### src/rtl/flash_seq_pkg.sv
package flash_seq_pkg;

  localparam logic [5:0] OPC_STOP  = 6'd0;
  localparam logic [5:0] OPC_CMD   = 6'd1;
  localparam logic [5:0] OPC_ADDR  = 6'd2;
  localparam logic [5:0] OPC_DUMMY = 6'd3;
  localparam logic [5:0] OPC_MODE  = 6'd4;
  localparam logic [5:0] OPC_READ  = 6'd7;
  localparam logic [5:0] OPC_WRITE = 6'd8;

  localparam int DUMMY_CAP = 64;
  localparam int ADDR_CAP  = 32;

  typedef struct packed {
    logic [5:0] opc;
    logic [1:0] pad;
    logic [7:0] opnd;
  } instr_t;

  typedef enum logic [2:0] {
    ST_IDLE,
    ST_LOAD,
    ST_SHIFT,
    ST_TXWAIT,
    ST_RXPUT,
    ST_FINISH
  } seq_state_e;

  typedef enum logic [1:0] {
    K_OUT,
    K_DUMMY,
    K_WR,
    K_RD
  } item_kind_e;

  // line code 3 is treated as four lines
  function automatic logic [1:0] pad_to_log(input logic [1:0] pad);
    return (pad == 2'd3) ? 2'd2 : pad;
  endfunction

endpackage

### src/rtl/flash_seq_table.sv
module flash_seq_table
  import flash_seq_pkg::*;
#(
  parameter int SEQS  = 16,
  parameter int WORDS = 4,
  localparam int SEQ_W  = $clog2(SEQS),
  localparam int SLOT_W = $clog2(WORDS * 2),
  localparam int WIDX_W = $clog2(SEQS * WORDS)
) (
  input  logic              clk,
  input  logic              wr_en,
  input  logic [WIDX_W-1:0] wr_idx,
  input  logic [31:0]       wr_data,
  input  logic [SEQ_W-1:0]  rd_seq,
  input  logic [SLOT_W-1:0] rd_slot,
  output instr_t            rd_instr
);

  logic [31:0] mem [SEQS*WORDS];
  logic [31:0] word;
  logic [15:0] half [2];

  always_ff @(posedge clk) begin
    if (wr_en) mem[wr_idx] <= wr_data;
  end

  assign word = mem[{rd_seq, rd_slot[SLOT_W-1:1]}];

  for (genvar h = 0; h < 2; h++) begin : g_half
    assign half[h] = word[16*h +: 16];
  end

  assign rd_instr = half[rd_slot[0]];

endmodule

### src/rtl/flash_seq_lanes.sv
module flash_seq_lanes (
  input  logic [3:0] sh_top,
  input  logic [1:0] llog,
  input  logic       drive,
  input  logic [3:0] io_in,
  output logic [3:0] io_out,
  output logic [3:0] io_oe,
  output logic [3:0] in_bits
);

  logic [3:0] mask;

  always_comb begin
    case (llog)
      2'd0: begin
        io_out  = {3'b000, sh_top[3]};
        in_bits = {3'b000, io_in[1]};
        mask    = 4'b0001;
      end
      2'd1: begin
        io_out  = {2'b00, sh_top[3:2]};
        in_bits = {2'b00, io_in[1:0]};
        mask    = 4'b0011;
      end
      default: begin
        io_out  = sh_top;
        in_bits = io_in;
        mask    = 4'b1111;
      end
    endcase
  end

  assign io_oe = drive ? mask : 4'b0000;

endmodule

### src/rtl/flash_seq_ctrl.sv
module flash_seq_ctrl
  import flash_seq_pkg::*;
#(
  parameter int CNT_W  = 16,
  parameter int SEQ_W  = 4,
  parameter int SLOT_W = 3
) (
  input  logic              clk,
  input  logic              rst_n,
  input  logic              trig_valid,
  input  logic [CNT_W-1:0]  trig_cnt,
  input  logic [SEQ_W-1:0]  trig_seq,
  input  logic [31:0]       addr_value,
  input  instr_t            instr,
  input  logic              tx_valid,
  input  logic [7:0]        tx_data,
  input  logic              rx_ready,
  input  logic [3:0]        in_bits,
  output logic [SEQ_W-1:0]  rd_seq,
  output logic [SLOT_W-1:0] rd_slot,
  output logic              busy,
  output logic              cs_n,
  output logic              sclk,
  output logic [3:0]        sh_top,
  output logic [1:0]        llog,
  output logic              drive,
  output logic              tx_ready,
  output logic              rx_valid,
  output logic [7:0]        rx_data
);

  localparam logic [SLOT_W-1:0] SLOT_LAST = SLOT_W'(2 ** SLOT_W - 1);
  localparam logic [6:0] DCAP = 7'(DUMMY_CAP);
  localparam logic [5:0] ACAP = 6'(ADDR_CAP);

  seq_state_e        state_q, adv_state;
  item_kind_e        kind_q;
  logic [SEQ_W-1:0]  seq_q;
  logic [SLOT_W-1:0] slot_q, adv_slot;
  logic [CNT_W-1:0]  cnt_q, bytes_q;
  logic [1:0]        llog_q, ll_dec;
  logic [6:0]        cyc_q;
  logic [31:0]       sh_q, sh_next;
  logic              sclk_q, csn_q;
  logic [2:0]        lanes_n;
  logic [5:0]        abits;
  logic [6:0]        a_cyc, d_cyc, b_cyc_dec, b_cyc_q;

  // decode of the instruction in the current slot
  assign ll_dec    = pad_to_log(instr.pad);
  assign abits     = (instr.opnd > 8'(ADDR_CAP)) ? ACAP : instr.opnd[5:0];
  assign a_cyc     = {1'b0, abits} >> ll_dec;
  assign d_cyc     = (instr.opnd > 8'(DUMMY_CAP)) ? DCAP : instr.opnd[6:0];
  assign b_cyc_dec = 7'd8 >> ll_dec;
  assign b_cyc_q   = 7'd8 >> llog_q;

  assign lanes_n = 3'd1 << llog_q;
  assign sh_next = (kind_q == K_RD) ? ((sh_q << lanes_n) | {28'd0, in_bits})
                                    : (sh_q << lanes_n);

  // where the sequence goes after the current slot is done
  always_comb begin
    if (slot_q == SLOT_LAST) begin
      adv_state = ST_FINISH;
      adv_slot  = slot_q;
    end else begin
      adv_state = ST_LOAD;
      adv_slot  = slot_q + 1'b1;
    end
  end

  always_ff @(posedge clk or negedge rst_n) begin
    if (!rst_n) begin
      state_q <= ST_IDLE;
      kind_q  <= K_OUT;
      seq_q   <= '0;
      slot_q  <= '0;
      cnt_q   <= '0;
      bytes_q <= '0;
      llog_q  <= 2'd0;
      cyc_q   <= '0;
      sh_q    <= '0;
      sclk_q  <= 1'b0;
      csn_q   <= 1'b1;
    end else begin
      case (state_q)
        ST_IDLE: begin
          if (trig_valid) begin
            seq_q   <= trig_seq;
            cnt_q   <= trig_cnt;
            slot_q  <= '0;
            csn_q   <= 1'b0;
            state_q <= ST_LOAD;
          end
        end
        ST_LOAD: begin
          llog_q <= ll_dec;
          case (instr.opc)
            OPC_STOP: state_q <= ST_FINISH;
            OPC_CMD, OPC_MODE: begin
              sh_q    <= {instr.opnd, 24'd0};
              cyc_q   <= b_cyc_dec;
              kind_q  <= K_OUT;
              state_q <= ST_SHIFT;
            end
            OPC_ADDR: begin
              if (a_cyc == 7'd0) begin
                state_q <= adv_state;
                slot_q  <= adv_slot;
              end else begin
                sh_q    <= addr_value << (7'd32 - {1'b0, abits});
                cyc_q   <= a_cyc;
                kind_q  <= K_OUT;
                state_q <= ST_SHIFT;
              end
            end
            OPC_DUMMY: begin
              if (d_cyc == 7'd0) begin
                state_q <= adv_state;
                slot_q  <= adv_slot;
              end else begin
                cyc_q   <= d_cyc;
                kind_q  <= K_DUMMY;
                state_q <= ST_SHIFT;
              end
            end
            OPC_WRITE, OPC_READ: begin
              if (cnt_q == '0) begin
                state_q <= adv_state;
                slot_q  <= adv_slot;
              end else begin
                bytes_q <= cnt_q;
                cyc_q   <= b_cyc_dec;
                if (instr.opc == OPC_WRITE) begin
                  kind_q  <= K_WR;
                  state_q <= ST_TXWAIT;
                end else begin
                  kind_q  <= K_RD;
                  state_q <= ST_SHIFT;
                end
              end
            end
            default: begin
              state_q <= adv_state;
              slot_q  <= adv_slot;
            end
          endcase
        end
        ST_TXWAIT: begin
          if (tx_valid) begin
            sh_q    <= {tx_data, 24'd0};
            cyc_q   <= b_cyc_q;
            state_q <= ST_SHIFT;
          end
        end
        ST_SHIFT: begin
          if (!sclk_q) begin
            sclk_q <= 1'b1;
          end else begin
            sclk_q <= 1'b0;
            if (kind_q != K_DUMMY) sh_q <= sh_next;
            if (cyc_q == 7'd1) begin
              if (kind_q == K_RD) begin
                state_q <= ST_RXPUT;
              end else if (kind_q == K_WR && bytes_q != CNT_W'(1)) begin
                bytes_q <= bytes_q - 1'b1;
                state_q <= ST_TXWAIT;
              end else begin
                state_q <= adv_state;
                slot_q  <= adv_slot;
              end
            end else begin
              cyc_q <= cyc_q - 1'b1;
            end
          end
        end
        ST_RXPUT: begin
          if (rx_ready) begin
            if (bytes_q == CNT_W'(1)) begin
              state_q <= adv_state;
              slot_q  <= adv_slot;
            end else begin
              bytes_q <= bytes_q - 1'b1;
              cyc_q   <= b_cyc_q;
              state_q <= ST_SHIFT;
            end
          end
        end
        ST_FINISH: begin
          csn_q   <= 1'b1;
          state_q <= ST_IDLE;
        end
        default: state_q <= ST_IDLE;
      endcase
    end
  end

  assign rd_seq   = seq_q;
  assign rd_slot  = slot_q;
  assign busy     = (state_q != ST_IDLE);
  assign cs_n     = csn_q;
  assign sclk     = sclk_q;
  assign sh_top   = sh_q[31:28];
  assign llog     = llog_q;
  assign drive    = (state_q == ST_SHIFT) && (kind_q == K_OUT || kind_q == K_WR);
  assign tx_ready = (state_q == ST_TXWAIT);
  assign rx_valid = (state_q == ST_RXPUT);
  assign rx_data  = sh_q[7:0];

endmodule

### src/rtl/flash_seq_engine.sv
module flash_seq_engine
  import flash_seq_pkg::*;
#(
  parameter int CNT_W   = 16,
  parameter int SEQS    = 16,
  parameter int WORDS   = 4,
  parameter int SEQ_LSB = 24,
  localparam int SEQ_W  = $clog2(SEQS),
  localparam int SLOT_W = $clog2(WORDS * 2),
  localparam int WIDX_W = $clog2(SEQS * WORDS),
  localparam int TBL_AW = WIDX_W + 2
) (
  input  logic              clk,
  input  logic              rst_n,
  input  logic              tbl_we,
  input  logic [TBL_AW-1:0] tbl_addr,
  input  logic [31:0]       tbl_wdata,
  input  logic              trig_we,
  input  logic [31:0]       trig_word,
  input  logic [31:0]       addr_value,
  output logic              busy,
  output logic              cs_n,
  output logic              sclk,
  output logic [3:0]        io_out,
  output logic [3:0]        io_oe,
  input  logic [3:0]        io_in,
  input  logic              tx_valid,
  output logic              tx_ready,
  input  logic [7:0]        tx_data,
  output logic              rx_valid,
  input  logic              rx_ready,
  output logic [7:0]        rx_data
);

  instr_t            cur_instr;
  logic [SEQ_W-1:0]  rd_seq;
  logic [SLOT_W-1:0] rd_slot;
  logic [3:0]        sh_top, in_bits;
  logic [1:0]        llog;
  logic              drive;
  logic              unused_bits;

  assign unused_bits = ^{tbl_addr[1:0], trig_word};

  flash_seq_table #(.SEQS(SEQS), .WORDS(WORDS)) u_table (
    .clk      (clk),
    .wr_en    (tbl_we),
    .wr_idx   (tbl_addr[TBL_AW-1:2]),
    .wr_data  (tbl_wdata),
    .rd_seq   (rd_seq),
    .rd_slot  (rd_slot),
    .rd_instr (cur_instr)
  );

  flash_seq_ctrl #(.CNT_W(CNT_W), .SEQ_W(SEQ_W), .SLOT_W(SLOT_W)) u_ctrl (
    .clk        (clk),
    .rst_n      (rst_n),
    .trig_valid (trig_we),
    .trig_cnt   (trig_word[CNT_W-1:0]),
    .trig_seq   (trig_word[SEQ_LSB +: SEQ_W]),
    .addr_value (addr_value),
    .instr      (cur_instr),
    .tx_valid   (tx_valid),
    .tx_data    (tx_data),
    .rx_ready   (rx_ready),
    .in_bits    (in_bits),
    .rd_seq     (rd_seq),
    .rd_slot    (rd_slot),
    .busy       (busy),
    .cs_n       (cs_n),
    .sclk       (sclk),
    .sh_top     (sh_top),
    .llog       (llog),
    .drive      (drive),
    .tx_ready   (tx_ready),
    .rx_valid   (rx_valid),
    .rx_data    (rx_data)
  );

  flash_seq_lanes u_lanes (
    .sh_top  (sh_top),
    .llog    (llog),
    .drive   (drive),
    .io_in   (io_in),
    .io_out  (io_out),
    .io_oe   (io_oe),
    .in_bits (in_bits)
  );

endmodule

### config.mk
export PLATFORM = sky130hd
export DESIGN_NAME = flash_seq_engine
export DESIGN_NICKNAME = d
export VERILOG_FILES = /design/src/rtl/flash_seq_pkg.sv /design/src/rtl/flash_seq_table.sv /design/src/rtl/flash_seq_lanes.sv /design/src/rtl/flash_seq_ctrl.sv /design/src/rtl/flash_seq_engine.sv
export SDC_FILE = /design/constraint.sdc
export NUM_CORES = 2
export LEC_CHECK = 0
export CORE_MARGIN = 5
export CORE_UTILIZATION = 30
export DETAILED_ROUTE_END_ITERATION = 8
export HOLD_SLACK_MARGIN = 0.08
export PLACE_DENSITY_LB_ADDON = 0.05
export SLEW_MARGIN = 20
export SYNTH_ARGS = -nofsm -noshare
export SYNTH_HDL_FRONTEND = slang
export SYNTH_HIERARCHICAL = 1
export SYNTH_SLANG_ARGS = --single-unit
### constraint.sdc
create_clock -name clk -period 12.63 [get_ports clk]
set_clock_uncertainty 0.15 [all_clocks]
set_input_delay 2.526 -clock clk [delete_from_list [all_inputs] [get_ports clk]]
set_output_delay 2.526 -clock clk [all_outputs]
set_load 0.005 [all_outputs]
==> run summary <==
For this run, the number of Yosys warnings is 6. Initial antenna violation count: 26. For the pin with the worst max-slew slack, the measured transition is 1020 ps. The synthesized design contains 2,048 enable-type register cells.

The logs give 0.793 for the final weighted congestion in routability-driven placement and 42,500 for the total vias in the final route. The via count of the first global-routing pass is 44,000, and the fraction of the yosys area taken by sequential cells is 0.739. The worst-case headroom to the max-slew limit is 0.316. The number of levels in the clock H-tree is 4. Leading cell type in the layout, fill and taps excluded: sky130_fd_sc_hd__edfxtp_1.

Setup repair after global routing left no endpoint under its margin. In this design, the stage delay of the slowest critical-path cell is 690 ps. Registers take 63,700 µm².

For the total wire length after detailed routing, the log shows 268,000 µm. The number of clock buffers added by TritonCTS is 246. Power spread over the standard cell area amounts to 230 nW/µm².

The critical path is of the reg -> reg type. Critical path's most frequent cell: sky130_fd_sc_hd__mux4_2. The netlist uses 83 different library cells. Counting cells, the worst reg-to-reg path comes to 17. The tools report the number of remaining DRC errors as 0. The path class of the tightest hold or removal check is reg -> reg. The area share of the leading cell type in the synthesized netlist is 0.714. The floorplan step defined a core boundary enclosing 286,000 µm².

The overall routing resource usage was 0.176; the count of input and output buffers was 128. In this run, synthesis produced a sequential element count of 2,135. In this run the worst path has a maximum fanout of 34. The worst hold path begins at u_ctrl/bytes_q[15]. The critical path's slowest cell was sky130_fd_sc_hd__dfrtp_4. The share of flip-flops with an asynchronous set or reset was 0.0407.

Of all cell types, the one taking the most synthesized area is sky130_fd_sc_hd__edfxtp_1. The number of hold-repair buffers added at the cts stage was 0; the multi-input combinational cell area was 21,800 µm². The run finished with clean final reports. The root cell of the clock tree is sky130_fd_sc_hd__clkbuf_16.

Once the clock tree was built, the setup fixing pass inserted 0 buffers. For this run the aggregate overflow at the end of global routing stands at 0. For the largest voltage drop on the vdd net, the log shows 0.284 mV.

The instance count along the most critical hold path is 2, and the initial cell density of the core is 0.302. The final layout contains 4,380 nets. The category of the worst setup path launch point was a flip-flop.

The average instance in the mapped netlist occupies 21.7 µm². The estimated wirelength of the detail-placed design was 145,000 µm; the total leakage power was 0.0305 µW. Across all register-to-register paths, the minimum setup slack is 4370 ps. The number of nets handed over by synthesis was 4,108.

Die extent in y: 546 µm. The final routed wire length divided by cell count was 32.7 µm. The later pin in the worst-skew pair is clocked with a latency of 890 ps.

The die outline area is 298,000 µm², and the total placed cells including tap cells is 7,765. The tools report the data required time of the critical path as 13,190 ps. In this run the critical register-to-register path is launched from u_ctrl/rd_slot[1]. The endpoint type of the worst setup path is a flip-flop. Post-CTS repair changed the size of 0 cells.

The tools report the number of I/O pins as 143. The pin count of the biggest net entering global routing was 84; the final number of hold-violating endpoints was 0. The final period utilization works out to 0.654. Across the run, the number of max-cap violations was 0. Synthesis produced 3,979 cells. The number of nets with antenna violations after routing came out at 0. The number of cell rows came out at 196. The number of DRC violations after detailed-routing iteration 0 is 3,844, and the die boundary width is 546 µm. The buffer levels on the longest clock path was 4; the fill cell instance count of the final layout was 26,400. In this run the critical register-to-register path is captured at u_ctrl/sh_q[15]. The tools report the worst endpoint data arrival time as 8820 ps. The library cells used most frequently in the layout, excluding fill and tap cells, are sky130_fd_sc_hd__edfxtp_1 (2,048), sky130_fd_sc_hd__mux4_2 (706), sky130_fd_sc_hd__clkbuf_16 (251).

Leaving out filler cells and counting taps, the final layout contains 8,215. The pre-antenna-repair detailed-routing pass consisted of 5 iterations. The synthesis-to-finish area growth was 16.2%. The worst-case hold path end point is u_ctrl/bytes_q[15]. The tightest hold path in the finished design has a slack of 356 ps. The logs give 0 for the total count of max-transition violations in the final report and 0 for the number of endpoints failing setup at the final stage.

For this run, the top clock speed supported by timing is 0.121 GHz. After detailed routing, the number of vias per cell comes to 5.17. The clock period minus worst slack works out to 8260 ps.

TritonCTS built the clock tree. Number of clock sinks: 2,135. Walking the worst path, the cells encountered are buf_4 -> buf_4 -> mux4_2 -> mux4_2 -> mux4_2 -> mux2_2 -> nor4b_4 -> buf_4 -> inv_1 -> ha_2 -> o31a_1 -> or2_1 -> o21ai_0 -> o21ai_0 -> mux4_2 -> a22oi_1 -> a21oi_1. Top flip-flop cell by instance count after synthesis: sky130_fd_sc_hd__edfxtp_1. The share of final-layout standard cells stronger than drive strength 1 came out at 0.312. The clock transition at the registers of the reported paths was 60 ps; the wire length of the first global-routing pass was 370,000 µm. By area the synthesized netlist is led by sky130_fd_sc_hd__edfxtp_1 (71%), sky130_fd_sc_hd__mux4_2 (18%), sky130_fd_sc_hd__dfrtp_1 (2.5%). For the final routed database, the setup TNS stands at 0 ps. The mapped cell area was 86,200 µm².
## metal layers
metal	track usage	up-vias	routed length [µm]
met5	0	-	27
met4	0.0334	4	4420
met3	0.0270	327	12300
met2	0.286	1129	129000
met1	0.253	23400	123000
li1	-	17600	-
## worst max path at each step
stage,cells past startpoint,slack [ps],start,to
finish,17,4370,u_ctrl/rd_slot[1],u_ctrl/sh_q[15]
global route,17,4010,u_ctrl/rd_slot[1],u_ctrl/sh_q[21]
CTS,17,4020,u_ctrl/rd_slot[1],u_ctrl/sh_q[15]
detailed placement,17,4070,u_ctrl/rd_slot[1],u_ctrl/sh_q[15]
global placement,16,4010,u_ctrl/rd_slot[1],u_ctrl/sh_q[26]
floorplan,4,6480,tbl_addr[5],u_table/mem[41][0]
## per-stage QoR
step	util	cell area [µm²]	power, µW	worst slack (ps)
after CTS	0.351	100000	23400	4020
after global placement	0.324	92600	16600	4010
after global routing	0.351	100000	24100	4010
final	0.351	100000	23100	4370
after detailed placement	0.324	92600	16600	4070
after floorplan	-	86200	13600	6480
## layout make-up
type,count,share of cell area
flip-flops and latches,2135,0.636
multi-input cells,1563,0.218
clock buffers,303,0.0646
well taps,3762,0.0470
repair buffers,282,0.0234
clock inverters,139,0.0103
inverters,23,0.000862
diodes,8,0.000200
## critical path: cells and delay by family (launching register included)
| family | cells | cell delay (ps) |
|---|---|---|
| AO/OA/AOI/OAI | 5 | 1240 |
| flip-flops | 1 | 690 |
| adder cells (fa/ha/maj) | 1 | 490 |
| multiplexers | 5 | 2810 |
| AND/OR/NAND/NOR | 2 | 800 |
| buffers and inverters | 4 | 1770 |
## state kept, by name, summed over array words and instances, names as in the netlist
signal	cells
u_table/mem	2048
u_ctrl/sh_q	32
u_ctrl/bytes_q	16
u_ctrl/cnt_q	16
u_ctrl/cyc_q	7
u_ctrl/rd_seq	4
u_ctrl/rd_slot	3
u_ctrl/state_q	3
u_ctrl/kind_q	2
u_ctrl/llog	2
u_ctrl/cs_n	1
u_ctrl/sclk	1
## synth_stat cells (22+ instances only)
cell,n
sky130_fd_sc_hd__buf_1,33
sky130_fd_sc_hd__nand2_1,106
sky130_fd_sc_hd__dfrtp_1,86
sky130_fd_sc_hd__mux4_2,706
sky130_fd_sc_hd__nor3_1,30
sky130_fd_sc_hd__mux2i_1,36
sky130_fd_sc_hd__a21oi_1,73
sky130_fd_sc_hd__mux2_2,53
sky130_fd_sc_hd__nor2_1,142
sky130_fd_sc_hd__inv_1,22
sky130_fd_sc_hd__buf_2,62
sky130_fd_sc_hd__nand3_1,36
sky130_fd_sc_hd__o21ai_0,68
sky130_fd_sc_hd__clkbuf_1,145
sky130_fd_sc_hd__edfxtp_1,2048
## where the power goes
part	internal (µW)	switching (µW)	leakage, µW
clock	3900	2850	0.00369
sequential	7940	269	0.0195
combinational	3260	4840	0.00732
## kinds of logic (layout without fill, tap and decap cells)
family / after synthesis / after routing / synth area share
xor gates and xnor gates: 5 / 5 / 0.000595
muxes: 797 / 797 / 0.196
buffers and inverters: 281 / 747 / 0.0141
other: 0 / 8 / 0
adders and majority gates: 7 / 7 / 0.00102
and+or+nand+nor: 422 / 422 / 0.0235
DFF: 2135 / 2135 / 0.739
AOI/OAI and AO/OA: 332 / 332 / 0.0260
Note: power is estimated with default switching activity, not from simulation.
